`src/rtl/intr_mask_pkg.sv`:
```
// Package: shared constants for the masked interrupt status unit.
// Assumes three interrupt sources and a 32-bit control word.
package intr_mask_pkg;

    localparam int NUM_SRC = 3;
    localparam int CTRL_W  = 32;

    // Status bit indices of the sources.
    localparam int SRC_TXDONE = 0;
    localparam int SRC_RXRDY  = 1;
    localparam int SRC_RXOVF  = 2;

    // Control-word bit that enables each status bit, indexed by status bit.
    localparam int EN_POS [NUM_SRC] = '{5, 4, 6};

    // Write target encoding.
    typedef enum logic [1:0] {
        SEL_CLEAR  = 2'd0,
        SEL_RAWV   = 2'd1,
        SEL_MASKV  = 2'd2,
        SEL_UNUSED = 2'd3
    } wr_target_e;

    // Mask of control-word bits that carry an enable.
    function automatic logic [CTRL_W-1:0] used_ctrl_mask();
        logic [CTRL_W-1:0] m;
        m = '0;
        for (int i = 0; i < NUM_SRC; i++) begin
            m[EN_POS[i]] = 1'b1;
        end
        return m;
    endfunction

endpackage

```
`src/rtl/intr_en_remap.sv`:
```
// Module: gathers the scattered enable bits of the control word onto the
// status bit positions. Purely combinational.
// Assumes EN_POS entries are distinct and below CTRL_W.
module intr_en_remap
    import intr_mask_pkg::*;
#(
    parameter int N_SRC = NUM_SRC,
    parameter int C_W   = CTRL_W
) (
    input  logic [C_W-1:0]   ctrl,
    output logic [N_SRC-1:0] en
);

    localparam logic [C_W-1:0] USED = used_ctrl_mask();

    // Pick one control bit per status position.
    for (genvar i = 0; i < N_SRC; i++) begin : g_pick
        assign en[i] = ctrl[EN_POS[i]];
    end

    // Bits without an enable are intentionally left without function.
    logic unused_ctrl;
    assign unused_ctrl = ^(ctrl & ~USED);

endmodule

```
`src/rtl/intr_raw_status.sv`:
```
// Module: one sticky status flop per source.
// Set pulses win over clears in the same cycle.
// Assumes set and clear vectors are already decoded and stable at the edge.
module intr_raw_status #(
    parameter int N_SRC = 3
) (
    input  logic             clk,
    input  logic             rst_n,
    input  logic [N_SRC-1:0] set_vec,
    input  logic [N_SRC-1:0] clr_vec,
    output logic [N_SRC-1:0] status
);

    for (genvar i = 0; i < N_SRC; i++) begin : g_bit
        // Hold, set or clear one status bit.
        always_ff @(posedge clk) begin
            if (!rst_n) begin
                status[i] <= 1'b0;
            end else if (set_vec[i]) begin
                status[i] <= 1'b1;
            end else if (clr_vec[i]) begin
                status[i] <= 1'b0;
            end
        end
    end

endmodule

```
`src/rtl/intr_irq_reg.sv`:
```
// Module: registers the OR of the masked status into the interrupt line.
// Assumes the masked vector is settled before each edge.
module intr_irq_reg #(
    parameter int N_SRC = 3
) (
    input  logic             clk,
    input  logic             rst_n,
    input  logic [N_SRC-1:0] masked,
    output logic             irq_q
);

    // Capture whether any masked source is pending.
    always_ff @(posedge clk) begin
        if (!rst_n) begin
            irq_q <= 1'b0;
        end else begin
            irq_q <= |masked;
        end
    end

endmodule

```
`src/rtl/intr_mask_unit.sv`:
```
// Module: top of the masked interrupt status unit.
// It decodes the write port, keeps the raw status, masks it with the
// remapped enables and drives the registered interrupt line.
// Assumes a synchronous active-low reset and single-cycle write strobes.
module intr_mask_unit
    import intr_mask_pkg::*;
(
    input  logic               clk,
    input  logic               rst_n,
    input  logic [CTRL_W-1:0]  ctrl_word,
    input  logic [NUM_SRC-1:0] evt_set,
    input  logic               wr_en,
    input  logic [1:0]         wr_sel,
    input  logic [NUM_SRC-1:0] wr_data,
    output logic [NUM_SRC-1:0] raw_status,
    output logic [NUM_SRC-1:0] masked_status,
    output logic               irq
);

    logic [NUM_SRC-1:0] en_vec;
    logic [NUM_SRC-1:0] clr_vec;

    // Only the clear target acts on status; the read-only views drop writes.
    always_comb begin
        clr_vec = '0;
        if (wr_en && (wr_target_e'(wr_sel) == SEL_CLEAR)) begin
            clr_vec = wr_data;
        end
    end

    intr_en_remap #(.N_SRC(NUM_SRC), .C_W(CTRL_W)) u_remap (
        .ctrl (ctrl_word),
        .en   (en_vec)
    );

    intr_raw_status #(.N_SRC(NUM_SRC)) u_raw (
        .clk     (clk),
        .rst_n   (rst_n),
        .set_vec (evt_set),
        .clr_vec (clr_vec),
        .status  (raw_status)
    );

    // Apply the enables to the raw status.
    assign masked_status = raw_status & en_vec;

    intr_irq_reg #(.N_SRC(NUM_SRC)) u_irq (
        .clk    (clk),
        .rst_n  (rst_n),
        .masked (masked_status),
        .irq_q  (irq)
    );

endmodule

```
`config.mk`:
```
export PLATFORM = sky130hd
export DESIGN_NAME = intr_mask_unit
export DESIGN_NICKNAME = d
export VERILOG_FILES = /design/src/rtl/intr_mask_pkg.sv /design/src/rtl/intr_en_remap.sv /design/src/rtl/intr_raw_status.sv /design/src/rtl/intr_irq_reg.sv /design/src/rtl/intr_mask_unit.sv
export SDC_FILE = /design/constraint.sdc
export NUM_CORES = 1
export LEC_CHECK = 0
export BUFFER_PORTS_ARGS = -buffer_cell sky130_fd_sc_hd__buf_2
export CORE_AREA = 3 3 40 42
export CTS_CLUSTER_DIAMETER = 120
export DETAILED_ROUTE_END_ITERATION = 16
export DIE_AREA = 0 0 43 45
export GPL_ROUTABILITY_DRIVEN = 0
export PLACE_DENSITY = 0.61
export REMOVE_ABC_BUFFERS = 1
export SYNTH_ARGS = -nofsm -noshare
export SYNTH_HDL_FRONTEND = slang
export SYNTH_HIERARCHICAL = 1
export SYNTH_SLANG_ARGS = --single-unit
```
`constraint.sdc`:
```
create_clock -name clk -period 1.5 [get_ports clk]
set_input_delay 0.075 -clock clk [delete_from_list [all_inputs] [get_ports clk]]
set_output_delay 0.075 -clock clk [all_outputs]
set_load 0.03 [all_outputs]
```
* Yosys cells after proc, flatten, opt, wreduce, memory -nomap -nowiden *
Index checks and enable logic that the tools add are counted.

cells by class
  multiplexer cells = 7
  bitwise operators = 1
  reductions and logical operators = 6

operators by type and width
  operator           number
  $mux 1             6
  $reduce_bool 2->1  3
  $and 3x3->3        1
  $mux 3             1
  $reduce_or 3->1    1
  $logic_not 2->1    1
  $logic_and 1x1->1  1

word-level totals
  flip-flop bits (word level) = 4
  output and inout port bits = 7
  logic and storage cells = 18

* Logic depth before layout (Yosys ltp) *
  depth after elaboration = 5
  mapped depth = 3
  depth with buffers taken out = 3

* Modules after synthesis *
Netlist, hierarchy kept.

modules (own cells, without submodules)
  module           times used  cells each  area an instance (um2)  seq. area each (um2)
  intr_raw_status  1           9           123.9                   60.1
  intr_mask_unit   1           6           56.3                    0.0
  intr_irq_reg     1           2           28.8                    20.0
  intr_en_remap    1           3           22.5                    0.0

* Least setup slack after synthesis *
OpenSTA, ideal clock, no wires.

  path kind = register -> register
  from = register u_raw.status[1]
  to = register u_irq.irq_q
  library setup time = 120 ps
  arrival time = 1020 ps
  required time = 1380 ps
  slack = 360 ps
  cell stages (with the launch flop) = 3
  path buffers = 0
  cells stage by stage = dfxtp_1 and2_1 o31a_1

on the way
  longest elaborated chain between the ends = 2

ends and longest elaborated chain
  element                           line                   text
  start: declaration                intr_raw_status.sv:11  output logic [N_SRC-1:0] status
  start signal: indexed assignment  intr_raw_status.sv:18  status[i] <= 1'b0;
  start signal: indexed assignment  intr_raw_status.sv:20  status[i] <= 1'b1;
  start signal: indexed assignment  intr_raw_status.sv:22  status[i] <= 1'b0;
  $and 3x3->3                       intr_mask_unit.sv:45   assign masked_status = raw_status & en_vec;
  via masked_status[1]              intr_mask_unit.sv:16   output logic [NUM_SRC-1:0] masked_status,
  $reduce_or 3->1                   intr_irq_reg.sv:17     irq_q <= |masked;
  end signal: assignment            intr_irq_reg.sv:17
  end: declaration                  intr_irq_reg.sv:9      output logic irq_q

The timed path passes the listed nets, and every way through them passes these cells.
A chain may end at the register's enable or synchronous reset.

* Worst setup path after layout *
  from = register u_raw.status[2]
  to = output masked_status[2]

on the way
  longest elaborated chain between the ends = 1

ends and longest elaborated chain
  element           line
  $and 3x3->3       intr_mask_unit.sv:45
  end: declaration  intr_mask_unit.sv:16

Every way passes these cells.

==> flow_metrics.env <==
export IMPL_combPwrFrac_pct=24.1
export IMPL_finalSetupTns_ns=0
export IMPL_post_cts_resized=0
export IMPL_synth_top_family_by_area="simple AND/OR/NAND/NOR gates"
export IMPL_yosys_area_share_simple_pct=42.16
export IMPL_postCtsSetupBuffers=0
export IMPL_num_rows=13
export IMPL_worstHoldStart="evt_set[1]"
export IMPL_grt_usage_pct=6.917
export IMPL_synth_compound_area_share_pct=13.51
export IMPL_clk_latency_ns=0.23
export IMPL_grt_antenna_before_repair=0
export IMPL_synth_mux_area_share_pct=0
export IMPL_drt_vias_per_instance=4.018
export IMPL_yosys_warnings=6
export IMPL_worstSetupPathType="reg2out"
export IMPL_postRouteAntennaNets=0
export IMPL_arrival_ns=0.94
export IMPL_startpoint_type="register"
export IMPL_outcome="completed"
export IMPL_critPathMaxFanout=3
export IMPL_slew_violations=0
export IMPL_hold_buffers=0
export IMPL_avgSynthCellArea_um2=11.57
export IMPL_ys_seq_area_share_pct=34.59
export IMPL_synth_xor_area_share_pct=0
export IMPL_routedWlPerCell_um=11.13
export IMPL_final_hold_viol_count=0
export IMPL_nFillCells=142
export IMPL_drive_gt1_share_pct=72.50
export IMPL_firstDrtPassIters=2
export IMPL_synth_most_common_cell="dfxtp_1"
export IMPL_diodes=0
export IMPL_setup_viol=0
export IMPL_fin_skew_ns=0.002456
export IMPL_p_int_uw=242.6
export IMPL_core_mm2=0.001285
export IMPL_synthFlopType="dfxtp_1"
export IMPL_async_flop_share_pct=0
export IMPL_crit_chain="and2_1 -> buf_2"
export IMPL_io_buffers=20
export IMPL_synth_area_leader_cell="dfxtp_1"
export IMPL_yosys_top_cells_area="dfxtp_1, nor2b_4, and4bb_2"
export IMPL_place_area_um2=327.8
export IMPL_io_pins=50
export IMPL_syn_inst=20
export IMPL_die_h_um=45
export IMPL_cts_tree="built"
export IMPL_ir_worst_vdd_mv=0.2529
export IMPL_synth_seq_cells=4
export IMPL_ys_types=7
export IMPL_fin_ws_ns=0.4862
export IMPL_rsz0062_at_grt="false"
export IMPL_overflow=0
export IMPL_htree_levels=1
export IMPL_ff2ff_path_depth=2
export IMPL_synth_edf_count=0
export IMPL_critPathMaxStageDelay_ns=0.35
export IMPL_fmax_mhz=986.3
export IMPL_maxCapViolCount=0
export IMPL_grt_pass1_vias=233
export IMPL_synthAdderAreaFrac_pct=0
export IMPL_netlist_area_um2=231.5
export IMPL_numClockSinks=4
export IMPL_clk_pin_slew_ns=0.04
export IMPL_grt_pass1_wl_um=952
export IMPL_dp_slack_ns=0.6186
export IMPL_min_period_ns=1.014
export IMPL_tightest_slew_ns=0.1606
export IMPL_start_util_pct=18.01
export IMPL_relSlewSlack_pct=89.37
export IMPL_period_share_pct=67.59
export IMPL_power_density_mw_per_mm2=952.5
export IMPL_leakage_uw=0.0001814
export IMPL_finalNetCount=85
export IMPL_cp_slowest_cell="dfxtp_1"
export IMPL_startpoint="u_raw/status[2]"
export IMPL_drt_wl_total_um=612
export IMPL_p_clk_share_pct=40.1
export IMPL_final_area_um2=350.3
export IMPL_drc=0
export IMPL_grt_start_max_net_pins=5
export IMPL_r2r_setup_slack_ns=0.62
export IMPL_areaGrowthSynthToFinish_pct=51.35
export IMPL_yosysTopAreaCellShare_pct=34.59
export IMPL_multi_input_area_um2=128.9
export IMPL_worstHoldPathType="in2reg"
export IMPL_sequentialPowerShare_pct=35.7
export IMPL_vias=221
export IMPL_rr_endpoint="u_irq/irq_q"
export IMPL_worst_setup_path_end_kind="output pin"
export IMPL_drt_first_iter_violations=1
export IMPL_register_area_um2=80.08
export IMPL_switching_share_pct=27.30
export IMPL_cts_made_buffers=3
export IMPL_die_w_um=43
export IMPL_p_switching_uw=91.09
export IMPL_dieArea_mm2=0.001935
export IMPL_crit_end="masked_status[2]"
export IMPL_fin_util_pct=27.26
export IMPL_worstPathRequired_ns=1.42
export IMPL_cts_root_buf="clkbuf_4"
export IMPL_r2r_start="u_raw/status[1]"
export IMPL_clockBufferDepth=2
==> flip-flops by register name, summed over array words and instances, names as in the netlist <==
signal and cells:
u_raw/status 3, u_irq/irq_q 1
==> cell usage in the layout, fill, tap and decap left out <==
master	netlist	final
clkbuf_4	0	3
buf_2	0	20
and2_1	3	3
o31a_1	1	1
nor2b_4	3	3
and4bb_2	3	3
dfxtp_1	4	4
o21a_1	3	3
==> metrics by stage <==
step / hold slack (ns) / cells / total power [uW]
after global placement: 0.2864 / 52 / 201.7
after detailed placement: 0.2872 / 52 / 202.5
after CTS: 0.04023 / 55 / 342.7
after floorplan: 0.1925 / 17 / 169.1
after global routing: 0.06273 / 55 / 352.4
final: 0.04716 / 55 / 333.7
==> power by group through the flow <==
stage	clock network [uW]	registers, uW	logic, uW
2_1_floorplan	0	136	32.7
5_1_grt	146	120	86.3
4_1_cts	142	119	81.6
6_report	134	119	80.6
3_3_place_gp	0	120	81.2
3_5_place_dp	0	121	81.5
==> cell type report <==
type                       instances  area share (%)
multi-input combinational         13           36.79
timing repair buffer              20           28.57
sequential                         4           22.86
clock buffer                       3           6.429
tap                               15           5.357
==> worst min path at each step <==
stage	slack, ns	cells after the start	endpoint
floorplan	0.19	1	u_raw/status[0]
global placement	0.29	2	u_raw/status[1]
detailed placement	0.29	2	u_raw/status[1]
CTS	0.04	2	u_raw/status[1]
global route	0.06	2	u_raw/status[1]
finish	0.05	2	u_raw/status[1]
==> kinds of logic after synthesis <==
| family | after synthesis |
|---|---|
| compound gates | 4 |
| flops | 4 |
| buf+inv | 3 |
| simple gates | 9 |
==> worst max-delay path: cells and delay by family, from the launching register on <==
family | cells | cell delay (ns)
DFF | 1 | 0.35
buffers and inverters | 1 | 0.20
and+or+nand+nor | 1 | 0.16
==> routing by layer <==
layer | vias up | GRT usage (%) | wire length (um)
li1 | 111 | - | -
met1 | 89 | 9.420 | 306
met2 | 21 | 6.886 | 170
met3 | 0 | 5.976 | 135
met4 | 0 | 3.614 | 0
met5 | - | 0 | 0
No activity file was read; power rests on OpenSTA's default activity.
